### config.mk
export PLATFORM = sky130hd
export DESIGN_NAME = syncRxMaster
export DESIGN_NICKNAME = d
export VERILOG_FILES = /design/src/rtl/syncRxPkg.sv /design/src/rtl/syncRxCtrl.sv /design/src/rtl/syncRxDatapath.sv /design/src/rtl/syncRxMaster.sv
export SDC_FILE = /design/constraint.sdc
export NUM_CORES = 1
export LEC_CHECK = 0
export BUFFER_PORTS_ARGS = -buffer_cell sky130_fd_sc_hd__buf_2
export CORE_MARGIN = 2
export CORE_UTILIZATION = 36
export DETAILED_ROUTE_END_ITERATION = 12
export GPL_TIMING_DRIVEN = 1
export PLACE_DENSITY = 0.6
export SYNTH_ARGS = -nofsm -noshare
export SYNTH_HDL_FRONTEND = slang
export SYNTH_SLANG_ARGS = --single-unit
### constraint.sdc
create_clock -name clk -period 4.55 [get_ports clk]
set_clock_uncertainty 0.05 [all_clocks]
set_input_delay 0.91 -clock clk [delete_from_list [all_inputs] [get_ports clk]]
set_output_delay 0.91 -clock clk [all_outputs]
set_load 0.05 [all_outputs]
### src/rtl/syncRxPkg.sv
package syncRxPkg;
  // Strobes issued by the sequencing logic to the data path
  typedef struct packed {
    logic shiftEn;   // sample the data line this cycle
    logic wordDone;  // last bit of the word sampled this cycle
  } rxStrobeT;
endpackage

### src/rtl/syncRxCtrl.sv
module syncRxCtrl
  import syncRxPkg::*;
#(
  parameter int DATA_W = 8,
  parameter int BYTE_W = 8
) (
  input  logic              clk,
  input  logic              rstN,
  input  logic              portEn,
  input  logic              singleStart,
  input  logic              contEn,
  input  logic              nineBit,
  input  logic              wideDiv,
  input  logic [BYTE_W-1:0] divHi,
  input  logic [BYTE_W-1:0] divLo,
  input  logic              holdBusy,
  input  logic              overrun,
  output rxStrobeT          strobe,
  output logic              phase,
  output logic              singleArm
);
  localparam int DIV_W = 2 * BYTE_W;
  localparam int IDX_W = $clog2(DATA_W + 1);
  localparam logic [IDX_W-1:0] LAST8 = IDX_W'(DATA_W - 1);
  localparam logic [IDX_W-1:0] LAST9 = IDX_W'(DATA_W);

  logic             active;
  logic [DIV_W-1:0] cnt;
  logic [DIV_W-1:0] divVal;
  logic [IDX_W-1:0] bitIdx;
  logic             runOk;
  logic             tick;
  logic             lastBit;

  assign divVal  = wideDiv ? {divHi, divLo} : {{BYTE_W{1'b0}}, divLo};
  assign runOk   = portEn && (contEn || singleArm) && !overrun;
  assign tick    = active && runOk && (cnt == divVal);
  assign lastBit = nineBit ? (bitIdx == LAST9) : (bitIdx == LAST8);

  always_comb begin
    strobe          = '0;
    strobe.shiftEn  = tick && phase;
    strobe.wordDone = tick && phase && lastBit;
  end

  always_ff @(posedge clk or negedge rstN) begin
    if (!rstN) begin
      singleArm <= 1'b0;
    end else if (!portEn) begin
      singleArm <= 1'b0;
    end else if (singleStart) begin
      singleArm <= 1'b1;
    end else if (strobe.wordDone && !contEn) begin
      singleArm <= 1'b0;
    end
  end

  always_ff @(posedge clk or negedge rstN) begin
    if (!rstN) begin
      active <= 1'b0;
      phase  <= 1'b0;
      cnt    <= '0;
      bitIdx <= '0;
    end else if (!active) begin
      cnt    <= '0;
      phase  <= 1'b0;
      bitIdx <= '0;
      if (runOk) active <= 1'b1;
    end else if (!runOk) begin
      active <= 1'b0;
      phase  <= 1'b0;
      cnt    <= '0;
      bitIdx <= '0;
    end else if (tick) begin
      cnt   <= '0;
      phase <= !phase;
      if (phase) begin
        if (lastBit) begin
          bitIdx <= '0;
          if (!(contEn && !holdBusy)) active <= 1'b0;
        end else begin
          bitIdx <= bitIdx + 1'b1;
        end
      end
    end else begin
      cnt <= cnt + 1'b1;
    end
  end

  // the one-shot flag disarms after its word when continuous mode is off
  a_r4_single_clears: assert property (@(posedge clk) disable iff (!rstN)
    strobe.wordDone && !contEn && !singleStart |=> !singleArm);

  // continuous mode starts the next word at once when the holder is free
  a_r5_cont_continues: assert property (@(posedge clk) disable iff (!rstN)
    strobe.wordDone && contEn && portEn && !holdBusy && !overrun |=> active);

  // sampling happens only on the high-to-low transition of the phase
  a_r2_sample_on_fall: assert property (@(posedge clk) disable iff (!rstN)
    strobe.shiftEn |=> !phase);
endmodule

### src/rtl/syncRxDatapath.sv
module syncRxDatapath
  import syncRxPkg::*;
#(
  parameter int DATA_W = 8
) (
  input  logic              clk,
  input  logic              rstN,
  input  logic              rxData,
  input  logic              nineBit,
  input  logic              contEn,
  input  logic              dataRead,
  input  rxStrobeT          strobe,
  output logic [DATA_W-1:0] rxWord,
  output logic              rxBit9,
  output logic              rxReady,
  output logic              overrun,
  output logic              holdBusy
);
  logic [DATA_W:0] shReg;
  logic [DATA_W:0] shNext;
  logic            contEnD;

  assign shNext   = {rxData, shReg[DATA_W:1]};
  assign holdBusy = rxReady && !dataRead;

  always_ff @(posedge clk or negedge rstN) begin
    if (!rstN) begin
      shReg <= '0;
    end else if (strobe.shiftEn) begin
      shReg <= shNext;
    end
  end

  always_ff @(posedge clk or negedge rstN) begin
    if (!rstN) begin
      rxWord  <= '0;
      rxBit9  <= 1'b0;
      rxReady <= 1'b0;
    end else if (strobe.wordDone && !holdBusy) begin
      rxWord  <= nineBit ? shNext[DATA_W-1:0] : shNext[DATA_W:1];
      rxBit9  <= nineBit ? shNext[DATA_W] : 1'b0;
      rxReady <= 1'b1;
    end else if (dataRead) begin
      rxReady <= 1'b0;
    end
  end

  always_ff @(posedge clk or negedge rstN) begin
    if (!rstN) begin
      overrun <= 1'b0;
      contEnD <= 1'b0;
    end else begin
      contEnD <= contEn;
      if (contEnD && !contEn) overrun <= 1'b0;
      else if (strobe.wordDone && holdBusy) overrun <= 1'b1;
    end
  end

  // the ready flag rises only as a word completes
  a_r7_ready_source: assert property (@(posedge clk) disable iff (!rstN)
    $rose(rxReady) |-> $past(strobe.wordDone));

  // a read with no simultaneous completion empties the holder
  a_r7_read_clears: assert property (@(posedge clk) disable iff (!rstN)
    dataRead && !strobe.wordDone |=> !rxReady);

  // a word arriving into a full holder is dropped
  a_r10_discard: assert property (@(posedge clk) disable iff (!rstN)
    strobe.wordDone && holdBusy |=> $stable(rxWord) && overrun);

  // the error persists while the continuous enable stays high
  a_r10_overrun_holds: assert property (@(posedge clk) disable iff (!rstN)
    overrun && contEn |=> overrun);
endmodule

### src/rtl/syncRxMaster.sv
module syncRxMaster
  import syncRxPkg::*;
#(
  parameter int DATA_W = 8,
  parameter int BYTE_W = 8
) (
  input  logic              clk,
  input  logic              rstN,
  input  logic              portEn,
  input  logic              singleStart,
  input  logic              contEn,
  input  logic              nineBit,
  input  logic              clkInv,
  input  logic              wideDiv,
  input  logic [BYTE_W-1:0] divHi,
  input  logic [BYTE_W-1:0] divLo,
  input  logic              intEn,
  input  logic              dataRead,
  input  logic              rxData,
  output logic              sclk,
  output logic [DATA_W-1:0] rxWord,
  output logic              rxBit9,
  output logic              rxReady,
  output logic              rxIrq,
  output logic              overrun,
  output logic              singleArm
);
  rxStrobeT strobe;
  logic     phase;
  logic     holdBusy;

  syncRxCtrl #(.DATA_W(DATA_W), .BYTE_W(BYTE_W)) ctrl (
    .clk(clk), .rstN(rstN), .portEn(portEn), .singleStart(singleStart),
    .contEn(contEn), .nineBit(nineBit), .wideDiv(wideDiv), .divHi(divHi),
    .divLo(divLo), .holdBusy(holdBusy), .overrun(overrun), .strobe(strobe),
    .phase(phase), .singleArm(singleArm)
  );

  syncRxDatapath #(.DATA_W(DATA_W)) dpath (
    .clk(clk), .rstN(rstN), .rxData(rxData), .nineBit(nineBit),
    .contEn(contEn), .dataRead(dataRead), .strobe(strobe), .rxWord(rxWord),
    .rxBit9(rxBit9), .rxReady(rxReady), .overrun(overrun), .holdBusy(holdBusy)
  );

  assign sclk  = phase ^ clkInv;
  assign rxIrq = rxReady && intEn;

  // the clock stays at idle while the port is disabled
  a_r1_idle_when_off: assert property (@(posedge clk) disable iff (!rstN)
    !portEn |=> sclk == clkInv);
endmodule

== Word-level counts from Yosys, hierarchy flattened ==
Cells that the tools add are included.
Storage, ports and cells
  logic and storage cells: 71
  input port bits: 27
  flip-flop bits (word level): 44
  output and inout port bits: 14
Operators by class
  add/sub/neg operators: 2
  bitwise logic cells: 1
  equal/unequal tests: 6
  multiplexer cells: 29
  reductions and logical operators: 22
Operator list (count)
  two-way mux 16 bit: 4
  two-way mux 4 bit: 5
  two-way mux 1 bit: 19
  adder 16 x 1 -> 16 bit, second input constant: 1
  == test 16 bit: 1
  logical AND 1 bit: 13
  two-way mux 8 bit: 1
  zero test 1 bit: 5
  adder 4 x 1 -> 4 bit, second input constant: 1
  == test 4 x 3 -> 1 bit, second input constant: 1
  == test 4 bit, second input constant: 1
  nonzero test 2 bit: 2
  != test 3 x 1 -> 1 bit, second input constant: 1
  != test 3 x 2 -> 1 bit, second input constant: 1
  != test 3 bit, second input constant: 1
  AND reduction 2 bit: 1
  logical OR 1 bit: 1
  XOR 1 bit: 1

== Logic depth before layout (Yosys ltp) ==
Gate-level depths: netlist of the first run.
  word-level depth: 11
  gate-level depth with buffers: 9
  gate-level depth less buffers: 6

== Cells and area by module ==
Synthesis of the first run repeated with hierarchy kept, for this count alone.
Unflattened totals
  cell total of the unflattened synthesis: 224
  area, all modules: 2283.4 um2
By module, submodules not included
  syncRxCtrl: area each 1421.4 um2, sequential area each 575.6 um2, cells an instance 155, times used 1
  syncRxDatapath: area each 847.1 um2, sequential area each 500.5 um2, cells an instance 67, times used 1
  syncRxMaster: area each 15.0 um2, sequential area each 0.0 um2, cells an instance 2, times used 1

== Least setup slack after synthesis of the first run ==
OpenSTA, ideal clock, no wires.
  kind: input -> register
  from: input port divLo[1]
  to: register dpath.shReg[1]
  stages: 7
  path buffers: 1
  required time: 4.375 ns
  slack: 1.930 ns
  arrival: 2.445 ns
  setup time: 0.125 ns
  cell sequence: xor2_1 nor4_1 nand2_1 nor3_4 and3_4 buf_12 mux2_4
Between the ends
  longest elaborated chain between the ends: 4
Ends and longest elaborated chain
  start, declared: line syncRxMaster.sv:16  | input logic [BYTE_W-1:0] divLo,
  two-way mux 16 bit: line syncRxCtrl.sv:35  | assign divVal = wideDiv ? {divHi, divLo} : {{BYTE_W{1'b0}}, divLo};
  == test 16 bit: line syncRxCtrl.sv:37  | assign tick = active && runOk && (cnt == divVal);
  logical AND 1 bit: line syncRxCtrl.sv:37
  logical AND 1 bit: line syncRxCtrl.sv:42  | strobe.shiftEn = tick && phase;
  end signal, assigned: line syncRxDatapath.sv:30  | shReg <= shNext;
  end, declared: line syncRxDatapath.sv:19  | logic [DATA_W:0] shReg;
No other way between the ends.
A chain may end at the register's enable or synchronous reset.

== Worst setup path after layout of the first run ==
  from: input port wideDiv
  to: register ctrl.cnt[5]
Between the ends
  longest elaborated chain between the ends: 6
Ends and longest elaborated chain
  start, declared: line syncRxMaster.sv:14  | input logic wideDiv,
  two-way mux 16 bit: line syncRxCtrl.sv:35
  == test 16 bit: line syncRxCtrl.sv:37
  logical AND 1 bit: line syncRxCtrl.sv:37
  two-way mux 16 bit: line syncRxCtrl.sv:74  | end else if (tick) begin
  two-way mux 16 bit: line syncRxCtrl.sv:69  | end else if (!runOk) begin
  two-way mux 16 bit: line syncRxCtrl.sv:64  | end else if (!active) begin
  end signal, assigned: line syncRxCtrl.sv:86  | cnt <= cnt + 1'b1;
  end, declared: line syncRxCtrl.sv:28  | logic [DIV_W-1:0] cnt;
No other way between the ends.

==> results of run 1 <==
-- flip-flops by register name (all words and copies together), names as in the netlist --
register and count:
dpath.shReg 8, dpath.overrun 1, ctrl.singleArm 1, ctrl.phase 1, ctrl.active 1, dpath.rxBit9 1, dpath.contEnD 1, ctrl.cnt 16
dpath.rxReady 1, dpath.rxWord 8, ctrl.bitIdx 4
-- cells in the final DEF, fill, tap and decap left out, types with 5 or more instances in the layout --
| master | netlist | final |
|---|---|---|
| buf_2 | 2 | 40 |
| clkbuf_8 | 0 | 5 |
| dfrtp_1 | 43 | 43 |
| inv_1 | 5 | 5 |
| mux2_2 | 15 | 15 |
| mux2_4 | 8 | 8 |
| nand2_1 | 18 | 18 |
| nand3_1 | 12 | 12 |
| nor2_1 | 21 | 21 |
| nor3_1 | 6 | 6 |
| o21a_1 | 5 | 5 |
| xor2_1 | 24 | 24 |
-- path summary, 6_finish.rpt --
check	slack, ns	cells past startpoint	from	endpoint
max	1.83	7	wideDiv	ctrl.cnt[5]
min	0.37	1	dpath.contEnD	dpath.overrun
max reg2reg	2.14	6	ctrl.cnt[6]	ctrl.cnt[5]
min reg2reg	0.37	1	dpath.contEnD	dpath.overrun
max in group asynchronous	3.15	1	rstN	ctrl.cnt[11]
min in group asynchronous	0.71	1	rstN	dpath.rxWord[5]
-- worst max-delay path, stage by stage --
cell       delay, ns
buf_2           0.20
nor4bb_1        0.33
o2bb2ai_1       0.17
o22ai_2         0.16
nor3_4          0.35
nand2b_1        0.56
nor2_1          0.12
-- metal layers --
layer | global-route usage | vias up
li1 | - | 828
met4 | 0.0390 | 0
met3 | 0.0272 | 7
met2 | 0.215 | 28
met1 | 0.177 | 825
met5 | 0 | -
-- final cells by class --
cell class / instances / area, um2
clock buffers: 6 / 72.6
clock inverters: 1 / 30.0
flip-flops and latches: 43 / 1080
multi-input cells: 159 / 1210
repair buffers: 40 / 200
fillers: 620 / 3650
inverters: 5 / 18.8
well taps: 77 / 96.3
-- kinds of logic (layout without fill, tap and decap cells) --
logic type      count (synthesis)  after routing  share of synthesized area
flops                          43             43                      0.458
xor+xnor                       28             28                      0.104
simple gates                   82             82                      0.200
fa+ha+maj                       2              2                     0.0106
mux                            25             25                      0.132
compound gates                 22             22                     0.0671
buf+inv                        12             52                     0.0287
-- power groups by stage --
stage                     Sequential, W  Combinational, W  Clock (W)
after floorplan                0.000395         0.0000246          0
after global placement         0.000393         0.0000530          0
after detailed placement       0.000393         0.0000539          0
after CTS                      0.000386         0.0000540   0.000291
after global routing           0.000386         0.0000592   0.000308
final                          0.000386         0.0000526   0.000282
-- metrics by stage --
step / util / total power, W
6_report: 0.425 / 0.000721
5_1_grt: 0.425 / 0.000753
2_1_floorplan: - / 0.000420
4_1_cts: 0.425 / 0.000731
3_5_place_dp: 0.409 / 0.000447
3_3_place_gp: 0.409 / 0.000446
==> results.json, run 1 <==
{
  "status": "finished, final reports clean",
  "yosysWarningCount": 0,
  "required_ns": 4.64,
  "postSynth.asyncResetShare": 1.00,
  "dpl_cell_area_mm2": 0.00260,
  "vias_per_cell": 5.10,
  "fin_nets": 283,
  "place_ws_ns": 1.52,
  "slew_violations": 0,
  "ys_ff_latch": 43,
  "drtIter0Drc": 36,
  "p_sw_frac": 0.218,
  "p_sw_w": 0.000157,
  "path_class": "input pin to register",
  "grt_pass1_vias": 1708,
  "critPathMaxFanout": 16,
  "startpoint_type": "input pin",
  "rows": 29,
  "synth_area_per_cell_um2": 11.0,
  "grt_setup_unrepaired": "no",
  "die_x_um": 84.8,
  "drv_cap": 0,
  "cts_resized": 0,
  "dp.cells": 324,
  "synth.top_cells.by_area": "dfrtp_1, xor2_1, mux2_2",
  "drt-pass1-iter-count": 5,
  "worstPathArrival_ns": 2.81,
  "cts.reportedPaths.clkPinSlew_ns": 0.07,
  "dp_hpwl_mm": 3.34,
  "clock_power_share": 0.392,
  "p_per_area_mw_per_mm2": 267,
  "cts_buffers": 5,
  "io_pins": 41,
  "clkLatencyLatePin_ns": 0.29,
  "period_minus_slack_ns": 2.72,
  "synth_most_common_cell": "dfrtp_1",
  "dieArea_mm2": 0.00719,
  "antenna_found_initial": 0,
  "cts-hold-fix-buffers": 0,
  "setup_ws_ns": 1.83,
  "synth-edff-count": 0,
  "grt_max_degree": 44,
  "cts_num_sinks": 43,
  "synth_top_cell_by_area": "dfrtp_1",
  "htreeDepth": 2,
  "seq_power_share": 0.535,
  "vias": 1688,
  "core_mm2": 0.00635,
  "vdd.ir_drop.worst_uv": 165,
  "clockBufferDepth": 2,
  "hold_path_class": "register to register",
  "min_period_over_period": 0.597,
  "max_freq_mhz": 368,
  "p_comb_frac": 0.073,
  "drive_gt1_frac": 0.311,
  "cp-end-kind": "register",
  "gr-total-overflow": 0,
  "synth_common_cells": "dfrtp_1, xor2_1, nor2_1, nand2_1, mux2_2",
  "antenna_cells": 0,
  "tightestPinTransition_ns": 0.946,
  "yosys.cell_types.count": 43,
  "io_buffers": 40,
  "syn_to_final_growth_pct": 14.9,
  "layout.cells.non_filler": 331,
  "p_int_w": 0.000564,
  "drt_wl_total_mm": 4.50,
  "synth_top_area_share": 0.458,
  "cts_setup_buffers": 0,
  "cts-root-buf": "clkbuf_8",
  "grt_use_total": 0.131,
  "syn_inst": 214,
  "timing_hold_violations_final": 0,
  "wl_met3_um": 157,
  "ys.flop_type": "dfrtp_1",
  "setup_viol": 0,
  "leakage_nw": 1.31,
  "fin_area_mm2": 0.00270,
  "met1_length_mm": 2.18,
  "wl_met2_mm": 2.12,
  "top_layer_used": "met4",
  "netlist_area_mm2": 0.00235,
  "drc": 0,
  "wl_per_cell_um": 13.6,
  "slew_headroom": 0.369,
  "die_y_um": 84.8,
  "timing.hold.ws_ns": 0.373,
  "synth_fp_nets": 243,
  "ant_nets": 0,
  "place_congestion": 0.787,
  "synth_seq_area_share": 0.458,
  "cts_tree": "done",
  "start_util": 0.370,
  "tns_ns": 0,
  "grt_pass1_wl_mm": 7.72
}
(Power assumes the default switching activity.)
==> inputs of run 2 (changes only) <==
PLACE_DENSITY = 0.62   (was 0.6)
clock period = 2.4 ns   (was 4.55 ns; I/O delays follow)
==> results.json, run 2 (same netlist as run 1, synthesis figures left out) <==
{
  "max_freq_mhz": 459,
  "start_util": 0.370,
  "core_mm2": 0.00635,
  "fin_nets": 291,
  "cts_buffers": 5,
  "worstPathArrival_ns": 2.31,
  "drt-pass1-iter-count": 5,
  "layout_common_cells": "dfrtp_1, buf_2, xor2_1, nor2_1, nand2_1",
  "r2r_setup_slack_ns": 0.22,
  "rows": 29,
  "slew_violations": 0,
  "io_pins": 41,
  "clock_power_share": 0.345,
  "drt_wl_total_mm": 4.38,
  "tightestPinTransition_ns": 0.545,
  "p_total_w": 0.00128,
  "cts.reportedPaths.clkPinSlew_ns": 0.08,
  "r2r_cells": 6,
  "drv_cap": 0,
  "cts_setup_buffers": 0,
  "cts-root-buf": "clkbuf_8",
  "fill_cells": 618,
  "syn_to_final_growth_pct": 17.2,
  "path_class": "register to register",
  "grt_pass1_wl_mm": 7.78,
  "seq_power_share": 0.571,
  "p_comb_frac": 0.083,
  "antenna_cells": 0,
  "rr_endpoint": "dpath.shReg[1]",
  "status": "finished, final reports clean",
  "grt_max_degree": 44,
  "startpoint_type": "register",
  "cp-end-kind": "register",
  "p_per_area_mw_per_mm2": 464,
  "ant_nets": 0,
  "p_sw_w": 0.000307,
  "critPathMaxFanout": 9,
  "p_int_w": 0.000973,
  "vdd.ir_drop.worst_uv": 201,
  "clkLatencyLatePin_ns": 0.29,
  "cts_resized": 0,
  "hold_path_class": "input pin to asynchronous set/reset pin",
  "grt_setup_unrepaired": "no",
  "timing.hold.ws_ns": 0.189,
  "drive_gt1_frac": 0.335,
  "gr-total-overflow": 0,
  "cts_num_sinks": 43,
  "cts-hold-fix-buffers": 0,
  "antenna_found_initial": 0,
  "io_buffers": 40,
  "wl_per_cell_um": 12.9,
  "largest_reg_flops": 16,
  "leakage_nw": 1.34,
  "timing_hold_violations_final": 0,
  "vias_per_cell": 4.98,
  "setup_viol": 0,
  "period_minus_slack_ns": 2.18,
  "required_ns": 2.53,
  "place_congestion": 0.763,
  "tns_ns": 0,
  "final_common_cell": "dfrtp_1",
  "top_regs": "ctrl.cnt x16, dpath.rxWord x8, dpath.shReg x8",
  "grt_use_total": 0.135,
  "dieArea_mm2": 0.00719,
  "drc": 0,
  "min_period_over_period": 0.908,
  "seqCellArea_mm2": 0.00108,
  "timing.rr.start": "ctrl.cnt[6]",
  "multi_input_area_mm2": 0.00121,
  "die_y_um": 84.8,
  "drtIter0Drc": 53,
  "cts_tree": "done",
  "clockBufferDepth": 2,
  "dp_hpwl_mm": 3.24,
  "slew_headroom": 0.637,
  "regMostFlops": "ctrl.cnt",
  "grt_pass1_vias": 1714,
  "p_sw_frac": 0.240,
  "htreeDepth": 2,
  "die_x_um": 84.8,
  "vias": 1693
}
## run 2: cell count changes in the layout (fill, tap and decap cells not counted), sizes merged
cell	change
clkinv	+1
clkinvlp	+1
bufinv	-1
buf	+8
## run 2: worst max-delay path by stage
stage	from	endpoint	slack [ns]
floorplan	ctrl.singleArm	dpath.rxWord[3]	0.20
global placement	divLo[1]	dpath.shReg[8]	0.12
detailed placement	wideDiv	dpath.shReg[6]	0.07
CTS	ctrl.cnt[6]	dpath.shReg[1]	0.19
global route	ctrl.cnt[6]	dpath.shReg[4]	0.09
finish	ctrl.cnt[6]	dpath.shReg[1]	0.22
## run 2: critical path, cell delays in order, from the launching register on
cell	delay, ns
dfrtp_1	0.45
xor2_1	0.20
nor4_2	0.26
nand2_1	0.17
nor3_4	0.29
and3_4	0.34
mux2_4	0.31
## run 2: area by class of cell
class	instances	area share
flip-flops and latches	43	0.390
clock inverters	2	0.00454
clock buffers	6	0.0263
repair buffers	48	0.0990
multi-input cells	159	0.438
well taps	77	0.0350
inverters	5	0.00681
## run 2: power groups by stage
stage | combinational, W | sequential (W) | clock, W
after global placement | 0.000107 | 0.000745 | 0
final | 0.000107 | 0.000731 | 0.000442
after detailed placement | 0.000109 | 0.000746 | 0
after global routing | 0.000119 | 0.000732 | 0.000499
after floorplan | 0.0000466 | 0.000749 | 0
after CTS | 0.000109 | 0.000731 | 0.000465
## run 2: metal layers
metal	global-route usage	vias to the layer above	wire length, um
met4	0.0476	0	37
met5	0	-	0
met1	0.171	816	2030
met2	0.226	26	2150
li1	-	847	-
met3	0.0321	4	168
## run 2: stage by stage
stage / instances / setup slack, ns / instance area (um2) / util
final: 340 / 0.221 / 2760 / 0.434
after global routing: 340 / 0.0889 / 2760 / 0.434
after CTS: 340 / 0.188 / 2760 / 0.434
after detailed placement: 332 / 0.0697 / 2670 / 0.421
after global placement: 332 / 0.122 / 2670 / 0.421
after floorplan: 214 / 0.203 / 2350 / -
